[src/rtl/uopc_pkg.sv]
package uopc_pkg;
    typedef enum logic [0:0] {
        ST_IDLE = 1'b0,
        ST_SEND = 1'b1
    } uopc_state_e;
endpackage

[src/rtl/uopc_array.sv]
module uopc_array #(
    parameter int AW     = 16,
    parameter int IDX_W  = 4,
    parameter int LINE_W = 2,
    parameter int UW     = 16,
    parameter int MAXU   = 4,
    parameter int CNT_W  = 2
) (
    input  logic               clk_i,
    input  logic               rst_ni,
    input  logic               flush_i,
    input  logic               evict_valid_i,
    input  logic [AW-LINE_W-1:0] evict_line_i,
    input  logic               fill_valid_i,
    input  logic [AW-1:0]      fill_addr_i,
    input  logic [CNT_W-1:0]   fill_cnt_i,
    input  logic [MAXU*UW-1:0] fill_uops_i,
    input  logic               lk_fire_i,
    input  logic [AW-1:0]      lk_addr_i,
    output logic               hit_o,
    output logic [CNT_W-1:0]   hit_cnt_o,
    output logic [MAXU*UW-1:0] hit_uops_o
);
    localparam int DEPTH = 1 << IDX_W;
    localparam int TAG_W = AW - IDX_W;

    logic [DEPTH-1:0]   valid_q;
    logic [TAG_W-1:0]   tag_q  [DEPTH];
    logic [CNT_W-1:0]   cnt_q  [DEPTH];
    logic [MAXU*UW-1:0] uops_q [DEPTH];
    logic [DEPTH-1:0]   ev_hit;

    logic [IDX_W-1:0] fill_idx, lk_idx;
    logic             fill_in_ev;

    assign fill_idx   = fill_addr_i[IDX_W-1:0];
    assign lk_idx     = lk_addr_i[IDX_W-1:0];
    assign fill_in_ev = evict_valid_i && (fill_addr_i[AW-1:LINE_W] == evict_line_i);

    // Each entry checks whether its own address falls in the evicted line
    for (genvar i = 0; i < DEPTH; i++) begin : g_ent
        logic [AW-1:0] ent_addr;
        assign ent_addr  = {tag_q[i], IDX_W'(i)};
        assign ev_hit[i] = evict_valid_i && (ent_addr[AW-1:LINE_W] == evict_line_i);

        // an eviction covering this entry leaves it invalid unless a fill rewrites it
        a_r7_evict_clears: assert property (@(posedge clk_i) disable iff (!rst_ni)
            (ev_hit[i] && valid_q[i] && !(fill_valid_i && fill_idx == IDX_W'(i)))
            |=> !valid_q[i]);
    end

    // Valid bits: flush over eviction over fill
    always_ff @(posedge clk_i or negedge rst_ni) begin
        if (!rst_ni) begin
            valid_q <= '0;
        end else if (flush_i) begin
            valid_q <= '0;
        end else begin
            for (int i = 0; i < DEPTH; i++) begin
                if (fill_valid_i && fill_idx == IDX_W'(i))
                    valid_q[i] <= !fill_in_ev;
                else if (ev_hit[i])
                    valid_q[i] <= 1'b0;
            end
        end
    end

    // Payload: every decoded group is written
    always_ff @(posedge clk_i) begin
        if (fill_valid_i) begin
            tag_q[fill_idx]  <= fill_addr_i[AW-1:IDX_W];
            cnt_q[fill_idx]  <= fill_cnt_i;
            uops_q[fill_idx] <= fill_uops_i;
        end
    end

    // Lookup: a same-cycle fill to the index, a flush or a covering eviction forces a miss
    assign hit_o = lk_fire_i && valid_q[lk_idx]
                 && (tag_q[lk_idx] == lk_addr_i[AW-1:IDX_W])
                 && !flush_i && !ev_hit[lk_idx]
                 && !(fill_valid_i && fill_idx == lk_idx);
    assign hit_cnt_o  = cnt_q[lk_idx];
    assign hit_uops_o = uops_q[lk_idx];

    // a flush empties the array in one cycle
    a_r8_flush_empties: assert property (@(posedge clk_i) disable iff (!rst_ni)
        flush_i |=> (valid_q == '0));
endmodule

[src/rtl/uopc_stream.sv]
module uopc_stream
    import uopc_pkg::*;
#(
    parameter int UW    = 16,
    parameter int MAXU  = 4,
    parameter int CNT_W = 2
) (
    input  logic               clk_i,
    input  logic               rst_ni,
    input  logic               lk_valid_i,
    output logic               lk_ready_o,
    output logic               lk_fire_o,
    input  logic               hit_i,
    input  logic [CNT_W-1:0]   hit_cnt_i,
    input  logic [MAXU*UW-1:0] hit_uops_i,
    output logic               res_valid_o,
    output logic               dec_off_o,
    output logic               uop_valid_o,
    input  logic               uop_ready_i,
    output logic [UW-1:0]      uop_data_o,
    output logic               uop_last_o
);
    uopc_state_e state_q, state_d;

    logic             res_valid_q, hit_q;
    logic [CNT_W-1:0] beat_q, cnt_q;
    logic [UW-1:0]    buf_q [MAXU];

    assign lk_ready_o = (state_q == ST_IDLE);
    assign lk_fire_o  = lk_valid_i && lk_ready_o;

    // State register
    always_ff @(posedge clk_i or negedge rst_ni) begin
        if (!rst_ni) state_q <= ST_IDLE;
        else         state_q <= state_d;
    end

    // Transitions: IDLE_TO_SEND on a hit, SEND_TO_IDLE on the final beat taken
    always_comb begin
        state_d = state_q;
        unique case (state_q)
            ST_IDLE: if (lk_fire_o && hit_i) state_d = ST_SEND;
            ST_SEND: if (uop_ready_i && beat_q == cnt_q) state_d = ST_IDLE;
            default: state_d = ST_IDLE;
        endcase
    end

    // Lookup outcome and beat counter
    always_ff @(posedge clk_i or negedge rst_ni) begin
        if (!rst_ni) begin
            res_valid_q <= 1'b0;
            hit_q       <= 1'b0;
            beat_q      <= '0;
            cnt_q       <= '0;
        end else begin
            res_valid_q <= lk_fire_o;
            hit_q       <= lk_fire_o && hit_i;
            if (lk_fire_o && hit_i) begin
                beat_q <= '0;
                cnt_q  <= hit_cnt_i;
            end else if (state_q == ST_SEND && uop_ready_i) begin
                beat_q <= beat_q + CNT_W'(1);
            end
        end
    end

    // Captured micro-op words
    always_ff @(posedge clk_i) begin
        if (lk_fire_o && hit_i) begin
            for (int j = 0; j < MAXU; j++) buf_q[j] <= hit_uops_i[j*UW +: UW];
        end
    end

    // Outputs
    assign res_valid_o = res_valid_q;
    assign dec_off_o   = res_valid_q && hit_q;
    assign uop_valid_o = (state_q == ST_SEND);
    assign uop_data_o  = buf_q[beat_q];
    assign uop_last_o  = (beat_q == cnt_q);

    // stalled output holds
    a_r5_hold_stall: assert property (@(posedge clk_i) disable iff (!rst_ni)
        (uop_valid_o && !uop_ready_i) |=> (uop_valid_o && $stable(uop_data_o) && $stable(uop_last_o)));
    // no lookup accepted while streaming
    a_r6_busy_blocks: assert property (@(posedge clk_i) disable iff (!rst_ni)
        uop_valid_o |-> !lk_ready_o);
    // a hit starts the stream at the first micro-op
    a_r2_hit_starts: assert property (@(posedge clk_i) disable iff (!rst_ni)
        dec_off_o |-> (uop_valid_o && beat_q == '0));
    // a miss presents nothing
    a_r3_miss_quiet: assert property (@(posedge clk_i) disable iff (!rst_ni)
        (res_valid_o && !dec_off_o) |-> !uop_valid_o);
endmodule

[src/rtl/uop_cache.sv]
module uop_cache #(
    parameter int AW     = 16,
    parameter int IDX_W  = 4,
    parameter int LINE_W = 2,
    parameter int UW     = 16,
    parameter int MAXU   = 4,
    parameter int CNT_W  = $clog2(MAXU)
) (
    input  logic                 clk_i,
    input  logic                 rst_ni,
    input  logic                 flush_i,
    input  logic                 lk_valid_i,
    output logic                 lk_ready_o,
    input  logic [AW-1:0]        lk_addr_i,
    output logic                 res_valid_o,
    output logic                 dec_off_o,
    input  logic                 fill_valid_i,
    input  logic [AW-1:0]        fill_addr_i,
    input  logic [CNT_W-1:0]     fill_cnt_i,
    input  logic [MAXU*UW-1:0]   fill_uops_i,
    input  logic                 evict_valid_i,
    input  logic [AW-LINE_W-1:0] evict_line_i,
    output logic                 uop_valid_o,
    input  logic                 uop_ready_i,
    output logic [UW-1:0]        uop_data_o,
    output logic                 uop_last_o
);
    logic               lk_fire, hit;
    logic [CNT_W-1:0]   hit_cnt;
    logic [MAXU*UW-1:0] hit_uops;

    uopc_array #(
        .AW(AW), .IDX_W(IDX_W), .LINE_W(LINE_W), .UW(UW), .MAXU(MAXU), .CNT_W(CNT_W)
    ) array_i (
        .clk_i(clk_i), .rst_ni(rst_ni), .flush_i(flush_i),
        .evict_valid_i(evict_valid_i), .evict_line_i(evict_line_i),
        .fill_valid_i(fill_valid_i), .fill_addr_i(fill_addr_i),
        .fill_cnt_i(fill_cnt_i), .fill_uops_i(fill_uops_i),
        .lk_fire_i(lk_fire), .lk_addr_i(lk_addr_i),
        .hit_o(hit), .hit_cnt_o(hit_cnt), .hit_uops_o(hit_uops)
    );

    uopc_stream #(.UW(UW), .MAXU(MAXU), .CNT_W(CNT_W)) stream_i (
        .clk_i(clk_i), .rst_ni(rst_ni),
        .lk_valid_i(lk_valid_i), .lk_ready_o(lk_ready_o), .lk_fire_o(lk_fire),
        .hit_i(hit), .hit_cnt_i(hit_cnt), .hit_uops_i(hit_uops),
        .res_valid_o(res_valid_o), .dec_off_o(dec_off_o),
        .uop_valid_o(uop_valid_o), .uop_ready_i(uop_ready_i),
        .uop_data_o(uop_data_o), .uop_last_o(uop_last_o)
    );

    // a lookup colliding with a fill to its index reports a miss
    a_r9_fill_wins: assert property (@(posedge clk_i) disable iff (!rst_ni)
        (lk_valid_i && lk_ready_o && fill_valid_i && fill_addr_i[IDX_W-1:0] == lk_addr_i[IDX_W-1:0])
        |=> (res_valid_o && !dec_off_o));
    // a lookup in a flush cycle reports a miss
    a_r10_flush_miss: assert property (@(posedge clk_i) disable iff (!rst_ni)
        (lk_valid_i && lk_ready_o && flush_i) |=> (res_valid_o && !dec_off_o));
endmodule

[config.mk]
export PLATFORM = sky130hd
export DESIGN_NAME = uop_cache
export DESIGN_NICKNAME = d
export VERILOG_FILES = /design/src/rtl/uopc_pkg.sv /design/src/rtl/uopc_array.sv /design/src/rtl/uopc_stream.sv /design/src/rtl/uop_cache.sv
export SDC_FILE = /design/constraint.sdc
export NUM_CORES = 1
export LEC_CHECK = 0
export BUFFER_PORTS_ARGS = -buffer_cell sky130_fd_sc_hd__clkbuf_2
export CAP_MARGIN = 5
export CORE_AREA = 2 2 394 396
export CTS_CLUSTER_DIAMETER = 40
export DETAILED_ROUTE_END_ITERATION = 10
export DIE_AREA = 0 0 396 398
export HOLD_SLACK_MARGIN = 0.08
export PLACE_DENSITY_LB_ADDON = 0.3
export SYNTH_ARGS = -nofsm -noshare
export SYNTH_HDL_FRONTEND = slang
export SYNTH_SLANG_ARGS = --single-unit
[constraint.sdc]
create_clock -name clk_i -period 4.4 [get_ports clk_i]
set_input_delay 0.88 -clock clk_i [delete_from_list [all_inputs] [get_ports clk_i]]
set_output_delay 0.88 -clock clk_i [all_outputs]
set_load 0.02 [all_outputs]
==> flow_summary.yaml, run 1 <==
cts:
  cts_root_buf: "clkbuf_16"
  cts_max_level: 4
  clock_latency_ns: 0.79
  post_cts_buffers: 0
  post_cts_resized: 0
  cts_tree: "built"
  cts_buffer_depth: 3
  hold_buffers: 0
  clock_sinks: 1335
  clkTransAtPathRegs_ns: 0.06
  cts_buffers: 175
global_route:
  grt_pass1_vias: 27200
  grt_max_degree: 153
  grtUsageTotal: 0.179
  antenna_found_initial: 19
  overflow: 0
  grt_pass1_wl_mm: 201
finish:
  final_nets: 2830
  area_delta_synth_final_pct: 18.1
  final_util: 0.412
  final_cell_count_no_fill: 4902
  drive_above_1_share: 0.331
  fin_area_um2: 63200
routing:
  first_pass_iters: 5
  drcViolationCount: 0
  vias: 26200
  first_iter_violations: 2917
  wirelength_mm: 141
  ant_nets: 0
  routed_via_density: 5.34
  wl_per_cell_um: 28.7
floorplanning:
  core_area_um2: 153000
  pin_count: 140
  die_h_um: 398
  die_w_um: 396
  initial_core_util: 0.349
  num_rows: 144
  fp.dieArea_um2: 158000
worst_setup_path:
  worstSetupEndpoint: "uop_data_o[0]"
  r2r-start: "array_i.tag_q[6][3]$_DFFE_PP_"
  rrSetupSlack_ns: 1.09
  reg2reg_depth: 9
  crit_fanout: 18
  cp.arrival_ns: 2.57
  cp.required_ns: 3.52
  cp-end-kind: "output pin"
  crit_type: "register to output pin"
  start_kind: "register"
  crit_start: "stream_i.beat_q[1]$_DFFE_PN0P_"
  reg2reg_to: "stream_i.buf_q[2][3]$_DFFE_PP_"
sta:
  finalSetupTns_ns: 0
  timing.fmax_ghz: 0.290
  finalMaxSlewViolations: 0
  finalHoldViolations: 0
  max-slew-margin-rel: 0.255
  worst_slew_pin_slew_ns: 1.12
  skew_ns: 0.0337
  setup_viol_count_final: 0
  layout_min_cycle_time_ns: 3.45
  period_share: 0.784
  rsz0062_at_grt: "false"
placement:
  io_buffers: 139
  place_inst: 4578
  place_area_um2: 57400
  dp_hpwl_mm: 81.6
  place.gp.congestion: 0.924
power:
  powerDensity_nw_per_um2: 471
  power.total_w: 0.0297
  irDropWorstVdd_v: 0.000322
  p_leak_nw: 19.9
run_status:
  status: "completed"
logic_synthesis:
  async_flop_share: 0.0172
  synth-warning-count: 0
  synthesis.area_um2: 53500
  synth.distinct_cells: 58
  synth_edf_count: 1312
  syn_inst: 2435
  ys.flop_type: "edfxtp_1"
  ys_seq_area_frac: 0.747
  syn_area_per_cell_um2: 22.0
  ys_ff_latch: 1335
  syn_nets: 2554
run:
  drv_cap: 0
min_path:
  hp-class: "primary input to asynchronous set/reset pin"
[Yosys cell counts, drive strengths merged, types with 6 or more instances]
cell type / instances / share of area
mux4: 375 / 0.16
nand2b: 7 / 0.00082
nor4: 21 / 0.0026
edfxtp: 1312 / 0.74
nand3: 22 / 0.0021
mux2: 25 / 0.0053
nand4: 38 / 0.0046
mux2i: 41 / 0.0077
and2: 6 / 0.00070
a22oi: 9 / 0.0013
nor2: 36 / 0.0025
o21ba: 7 / 0.0013
o22ai: 9 / 0.0011
buf: 67 / 0.0070
dfrtp: 23 / 0.011
xnor2: 193 / 0.032
nand2: 36 / 0.0025
inv: 9 / 0.00063
a31oi: 7 / 0.00082
xor2: 39 / 0.0064
clkbuf: 67 / 0.0047
nor3: 14 / 0.0013
nor3b: 10 / 0.0014
o21ai: 10 / 0.00094
[cell type report]
type / instances / area [µm²]
antenna: 2 / 5.00
tap: 2044 / 2560
inverter: 9 / 50.0
clock buffer: 200 / 4520
fill: 13200 / 90200
clock inverter: 122 / 1280
sequential: 1335 / 40000
multi-input combinational: 957 / 12900
timing repair buffer: 233 / 1820
[routing by layer]
| layer | vias up | global-route usage | share of wire | wire (µm) |
|---|---|---|---|---|
| met5 | - | 0 | 0.00078 | 110 |
| met4 | 18 | 0.0466 | 0.021 | 2930 |
| met3 | 218 | 0.0437 | 0.073 | 10300 |
| met2 | 1017 | 0.286 | 0.48 | 67600 |
| met1 | 14200 | 0.245 | 0.42 | 59600 |
| li1 | 10800 | - | - | - |
[through the flow]
| step | hold slack (ns) | setup slack [ns] |
|---|---|---|
| finish | 0.156 | 0.949 |
| global route | 0.158 | 0.836 |
| CTS | 0.0939 | 0.936 |
| detailed placement | 0.523 | 0.186 |
| global placement | 0.496 | 0.199 |
| floorplan | 0.484 | -1.11 |
[power by group]
part | total, W | switching, W | internal (W)
logic | 0.00154 | 0.000899 | 0.000646
clock network | 0.0139 | 0.00565 | 0.00822
registers | 0.0143 | 0.0000710 | 0.0142
total | 0.0297 | 0.00662 | 0.0231
[registers in the layout, summed over array words and instances (netlist names)]
| register | flops |
|---|---|
| array_i.valid_q | 16 |
| array_i.tag_q | 192 |
| stream_i.beat_q | 2 |
| stream_i.uop_valid_o | 1 |
| array_i.uops_q | 1024 |
| stream_i.cnt_q | 2 |
| stream_i.res_valid_o | 1 |
| array_i.cnt_q | 32 |
| stream_i.hit_q | 1 |
| stream_i.buf_q | 64 |
[critical path: stages, from the launching register on]
cell and delay, ns:
dfrtp_1 0.99, mux4_2 0.56, clkbuf_2 0.21
[worst min path at each step]
stage / endpoint / slack, ns / cells past startpoint
finish: stream_i.hit_q$_DFF_PN0_ / 0.16 / 1
global route: stream_i.hit_q$_DFF_PN0_ / 0.16 / 1
CTS: stream_i.hit_q$_DFF_PN0_ / 0.09 / 1
detailed placement: array_i.valid_q[8]$_DFFE_PN0P_ / 0.52 / 2
global placement: stream_i.cnt_q[0]$_DFFE_PN0P_ / 0.50 / 1
floorplan: stream_i.cnt_q[0]$_DFFE_PN0P_ / 0.48 / 1
[layout by cell type, fill, tap and decap left out, drive strengths merged, types with 12 or more instances in the layout]
cell type	count
clkinvlp	15
nor3	14
edfxtp	1312
clkbuf	336
nand2	36
clkinv	71
mux4	375
dfrtp	23
inv	33
nand4	38
mux2	25
xor2	39
xnor2	193
mux2i	41
buf	97
nor2	36
nand3	22
bufinv	12
nor4	21
[cell families after synthesis]
| group | synth area share |
|---|---|
| DFF | 0.747 |
| and+or+nand+nor | 0.0219 |
| xor gates and xnor gates | 0.0380 |
| muxes | 0.171 |
| AOI/OAI and AO/OA | 0.00954 |
| buffers and inverters | 0.0123 |
Note: power is estimated with default switching activity, not from simulation.
==> run 2, diff against run 1 <==
clock period = 3.48 ns   (was 4.4 ns; I/O delays follow)
==> run 2 against run 1 <==
Net effect: clock skew increased by 0.011 ns; register-to-register slack got worse by 0.90 ns; die area unchanged; design area increased by 1.9%; sequential share of layout area decreased by 1.2 points; critical path type is now register to register; critical endpoint is now stream_i.buf_q[3][6]$_DFFE_PP_; largest cell class unchanged; largest power group unchanged; highest routed layer unchanged.
==> flow_summary.yaml, run 2 (synthesis results as in run 1) <==
global_route:
  grt_pass1_wl_mm: 205
  overflow: 0
  grtUsageTotal: 0.183
  antenna_found_initial: 25
  grt_pass1_vias: 27700
  grt_max_degree: 135
routing:
  first_iter_violations: 2476
  wl_per_cell_um: 28.7
  ant_nets: 0
  routed_via_density: 5.29
  drcViolationCount: 0
  vias: 26500
  first_pass_iters: 5
  wirelength_mm: 144
cts:
  cts_root_buf: "clkbuf_16"
  clock_sinks: 1335
  cts_tree: "built"
  cts_buffers: 181
  clock_latency_ns: 0.78
  cts_max_level: 4
  cts_buffer_depth: 3
  clkTransAtPathRegs_ns: 0.05
  post_cts_resized: 0
min_path:
  hp-class: "primary input to register"
  hold_end: "stream_i.res_valid_o$_DFF_PN0_"
  min_from: "lk_valid_i"
  hold_depth: 2
placement:
  dp_hpwl_mm: 86.6
  place.gp.congestion: 0.910
  place_inst: 4678
  io_buffers: 139
floorplanning:
  num_rows: 144
  fp.dieArea_um2: 158000
  die_w_um: 396
  initial_core_util: 0.349
  core_area_um2: 153000
  die_h_um: 398
  pin_count: 140
finish:
  reg.largest.list: "array_i.uops_q x1024, array_i.tag_q x192, stream_i.buf_q x64"
  area_delta_synth_final_pct: 20.4
  final_nets: 2937
  drive_above_1_share: 0.355
  largest_reg_flops: 1024
  final_cell_mix: "edfxtp_1 (1312), mux4_2 (374), xnor2_1 (193), clkbuf_16 (184), buf_4 (147)"
  layout_commonest_cell: "edfxtp_1"
  top_register: "array_i.uops_q"
  final_cell_count_no_fill: 5016
power:
  p_leak_nw: 20.5
  powerDensity_nw_per_um2: 594
  power.total_w: 0.0383
  irDropWorstVdd_v: 0.000425
worst_setup_path:
  cp-end-kind: "register"
  crit_fanout: 16
  cp.required_ns: 4.02
  r2r-start: "array_i.tag_q[5][8]$_DFFE_PP_"
  reg2reg_to: "stream_i.buf_q[3][6]$_DFFE_PP_"
  reg2reg_depth: 10
  crit_type: "register to register"
  start_kind: "register"
  rrSetupSlack_ns: 0.19
  cp.arrival_ns: 3.83
sta:
  finalHoldViolations: 0
  finalMaxSlewViolations: 0
  layout_min_cycle_time_ns: 3.29
  period_share: 0.946
  worst_slew_pin_slew_ns: 1.06
  skew_ns: 0.0442
  rsz0062_at_grt: "false"
  setup_viol_count_final: 0
  max-slew-margin-rel: 0.293
  timing.fmax_ghz: 0.304
run:
  drv_cap: 0
run_status:
  status: "completed"
[run 2: changes by cell type in the layout (fill, tap and decap cells not counted), sizes merged]
cell         change
bufinv           +1
dlygate4sd3      +1
clkbuf           +7
buf            +100
inv              +8
clkinvlp         +9
clkinv          -12
[run 2: layer usage]
| layer | global-route usage | part of all wire |
|---|---|---|
| met2 | 0.299 | 0.49 |
| met3 | 0.0418 | 0.069 |
| met1 | 0.245 | 0.42 |
| met5 | 0 | 0.00078 |
| met4 | 0.0510 | 0.025 |
[run 2: layout make-up]
cell class,instances,area [µm²]
multi-input combinational,957,13000
clock inverter,128,1360
fill,13100,88900
tap,2044,2560
timing repair buffer,334,2790
antenna,2,5.00
inverter,9,50.0
sequential,1335,40000
clock buffer,207,4690
[run 2: critical path, stage by stage, from the launching register on]
cell and delay (ns):
edfxtp_1 0.44, xnor2_1 0.32, nand4_1 0.27, nor4_1 0.72
a22oi_1 0.21, o21ai_0 0.28, nor4_2 0.08, nand4_2 0.20
clkinvlp_4 0.15, buf_12 0.17, buf_12 0.16
[run 2: worst max-delay path by stage]
stage / startpoint / to / slack [ns] / cells past startpoint
2_1_floorplan: fill_addr_i[1] / array_i.valid_q[14]$_DFFE_PN0P_ / -0.45 / 5
3_3_place_gp: evict_line_i[10] / stream_i.buf_q[3][6]$_DFFE_PP_ / -0.44 / 12
3_5_place_dp: evict_line_i[8] / stream_i.buf_q[3][6]$_DFFE_PP_ / -0.35 / 12
4_1_cts: array_i.tag_q[5][8]$_DFFE_PP_ / stream_i.buf_q[1][8]$_DFFE_PP_ / 0.14 / 10
5_1_grt: array_i.tag_q[4][6]$_DFFE_PP_ / stream_i.buf_q[2][7]$_DFFE_PP_ / 0.05 / 13
6_report: array_i.tag_q[5][8]$_DFFE_PP_ / stream_i.buf_q[3][6]$_DFFE_PP_ / 0.19 / 10
[run 2: timing repair]
item                                    CTS  global route
setup buffers                             0             0
hold buffers                              1             0
endpoints found under the hold margin    23             0
endpoints found under the setup margin    0             0
[run 2: through the flow]
stage	area (µm²)	setup TNS (ns)	util	hold WS, ns	worst slack [ns]
after global placement	58300	-30.63	0.380	0.500	-0.443
after detailed placement	58300	-25.36	0.380	0.511	-0.351
after CTS	64400	0	0.420	0.115	0.145
after global routing	64400	0	0.420	0.139	0.0507
after floorplan	53600	-184.78	-	0.400	-0.446
final	64400	0	0.420	0.170	0.187
[run 2: power breakdown]
group	switching, W	internal, W	total [W]	leakage [nW]
combinational	0.00116	0.000892	0.00206	5.50
clock	0.00725	0.0109	0.0181	2.88
sequential	0.0000899	0.0180	0.0181	12.2
==> run 3, diff against run 2 <==
==> constraint.sdc (replaced) <==
create_clock -name clk_i -period 3.48 [get_ports clk_i]
set_input_delay 0.174 -clock clk_i [delete_from_list [all_inputs] [get_ports clk_i]]
set_output_delay 0.174 -clock clk_i [all_outputs]
set_load 0.02 [all_outputs]
==> run 3 against run 2 <==
Net effect: setup slack better by 0.018 ns; flip-flop and latch count unchanged; total power is 1.5% lower; via count increased by 0.19%; utilization is 0.15 points lower; sequential share of layout area grew 0.22 points; critical path type unchanged; highest routed layer unchanged.
==> flow_summary.yaml, run 3 (synthesis results as in run 1) <==
placement:
  dp_hpwl_mm: 80.9
  io_buffers: 139
  place_area_um2: 57400
  place_inst: 4585
  place.gp.congestion: 0.908
floorplanning:
  die_w_um: 396
  core_area_um2: 153000
  pin_count: 140
  die_h_um: 398
  fp.dieArea_um2: 158000
  num_rows: 144
  initial_core_util: 0.349
cts:
  cts_tree: "built"
  cts_buffer_depth: 3
  cts_buffers: 174
  clkTransAtPathRegs_ns: 0.06
  cts_max_level: 4
  cts_root_buf: "clkbuf_16"
  clock_latency_ns: 0.82
  post_cts_resized: 0
  clock_sinks: 1335
  post_cts_buffers: 0
sta:
  setup_viol_count_final: 0
  layout_min_cycle_time_ns: 3.27
  rsz0062_at_grt: "false"
  finalMaxSlewViolations: 0
  worst_slew_pin_slew_ns: 1.15
  fin_hold_ws_ns: 0.142
  timing.fmax_ghz: 0.305
  period_share: 0.941
  finalSetupTns_ns: 0
  finalHoldViolations: 0
  skew_ns: 0.0527
  max-slew-margin-rel: 0.236
power:
  irDropWorstVdd_v: 0.000541
  p_leak_nw: 20.3
  powerDensity_nw_per_um2: 587
finish:
  final_util: 0.418
  fin_area_um2: 64100
  final_cell_mix: "edfxtp_1 (1312), mux4_2 (374), xnor2_1 (193), clkbuf_16 (174), clkbuf_2 (135)"
  largest_reg_flops: 1024
  final_cell_count_no_fill: 4993
  top_register: "array_i.uops_q"
  area_delta_synth_final_pct: 19.9
  drive_above_1_share: 0.320
  final_nets: 2925
  reg.largest.list: "array_i.uops_q x1024, array_i.tag_q x192, stream_i.buf_q x64"
  layout_commonest_cell: "edfxtp_1"
min_path:
  min_from: "fill_addr_i[2]"
  hold_depth: 3
  hp-class: "primary input to register"
  hold_end: "array_i.tag_q[10][3]$_DFFE_PP_"
global_route:
  grt_max_degree: 159
  grtUsageTotal: 0.182
  grt_pass1_wl_mm: 204
  grt_pass1_vias: 27700
  antenna_found_initial: 20
  overflow: 0
worst_setup_path:
  crit_path_max_incr_delay_ns: 0.45
  r2r-start: "array_i.tag_q[4][6]$_DFFE_PP_"
  start_kind: "register"
  reg2reg_depth: 10
  worstPathCellList: "xnor2_1 -> nand4_1 -> nor4_1 -> nand4_1 -> o41ai_1 -> buf_4 -> nor4_2 -> nand4_2 -> clkinvlp_4 -> buf_12"
  slowest_stage: "xnor2_1"
  cpMostUsedCell: "nand4_1"
  critPathBufInv: 3
  reg2reg_to: "stream_i.buf_q[1][6]$_DFFE_PP_"
  cp_top_family: "simple AND/OR/NAND/NOR gates"
  crit_fanout: 39
  crit_type: "register to register"
  rrSetupSlack_ns: 0.21
  cp.required_ns: 3.99
  cp-end-kind: "register"
  cp.arrival_ns: 3.79
routing:
  ant_nets: 0
  first_iter_violations: 2610
  drcViolationCount: 0
  first_pass_iters: 5
  routed_via_density: 5.32
  wl_per_cell_um: 28.7
  wirelength_mm: 143
  vias: 26600
run_status:
  status: "completed"
run:
  drv_cap: 0
## run 3: cell types whose count changed in the layout (fill, tap and decap cells not counted), moves of 5 or more
cell,previous run,this run
clkinvlp_4,24,19
buf_12,47,34
clkbuf_16,184,174
buf_4,147,68
dlygate4sd3_1,1,88
clkinv_2,16,21
inv_8,9,3
inv_6,22,15
clkinv_16,4,10
## run 3: repair_timing
item                                     CTS  global route
endpoints found under the setup margin     0             0
hold buffers                              89             0
endpoints found under the hold margin   1295             0
## run 3: layer usage
layer,global-route usage,share of wire,wire length [µm]
met3,0.0435,0.073,10500
met2,0.294,0.48,69500
met5,0,0.00084,121
met4,0.0497,0.024,3470
met1,0.246,0.42,59800
## run 3: how the worst max path moves through the flow
stage          depth (start not counted)                     startpoint                              end
2_1_floorplan                          6                 fill_addr_i[2]   array_i.valid_q[1]$_DFFE_PN0P_
3_3_place_gp                          11                evict_line_i[7]   stream_i.buf_q[2][2]$_DFFE_PP_
3_5_place_dp                          11                evict_line_i[7]   stream_i.buf_q[0][7]$_DFFE_PP_
4_1_cts                               10  array_i.tag_q[8][5]$_DFFE_PP_   stream_i.buf_q[0][8]$_DFFE_PP_
5_1_grt                               10  array_i.tag_q[4][6]$_DFFE_PP_  stream_i.buf_q[1][10]$_DFFE_PP_
6_report                              10  array_i.tag_q[4][6]$_DFFE_PP_   stream_i.buf_q[1][6]$_DFFE_PP_
## run 3: layout make-up
cell class	instances	area [µm²]
clock inverter	121	1370
clock buffer	197	4440
inverter	9	50.0
fill	13200	89200
multi-input combinational	957	12900
timing repair buffer	329	2800
tap	2044	2560
antenna	1	2.50
sequential	1335	40000
## run 3: worst register-to-register path: cells and delay by family (launching register included)
kind / cells / cell delay [ns]
xor+xnor: 1 / 0.45
compound gates: 1 / 0.40
simple gates: 5 / 1.05
flops: 1 / 0.42
buf+inv: 3 / 0.65
## run 3: through the flow
step	power, W	worst slack [ns]
2_1_floorplan	0.0196	-1.32
3_3_place_gp	0.0204	0.0563
3_5_place_dp	0.0204	-0.00862
4_1_cts	0.0380	0.253
5_1_grt	0.0388	0.107
6_report	0.0377	0.205
## run 3: power breakdown
part / leakage [nW] / switching (W) / internal, W / total (W)
clock network: 2.76 / 0.00722 / 0.0103 / 0.0175
logic: 5.37 / 0.00119 / 0.000891 / 0.00208
registers: 12.2 / 0.0000898 / 0.0180 / 0.0181
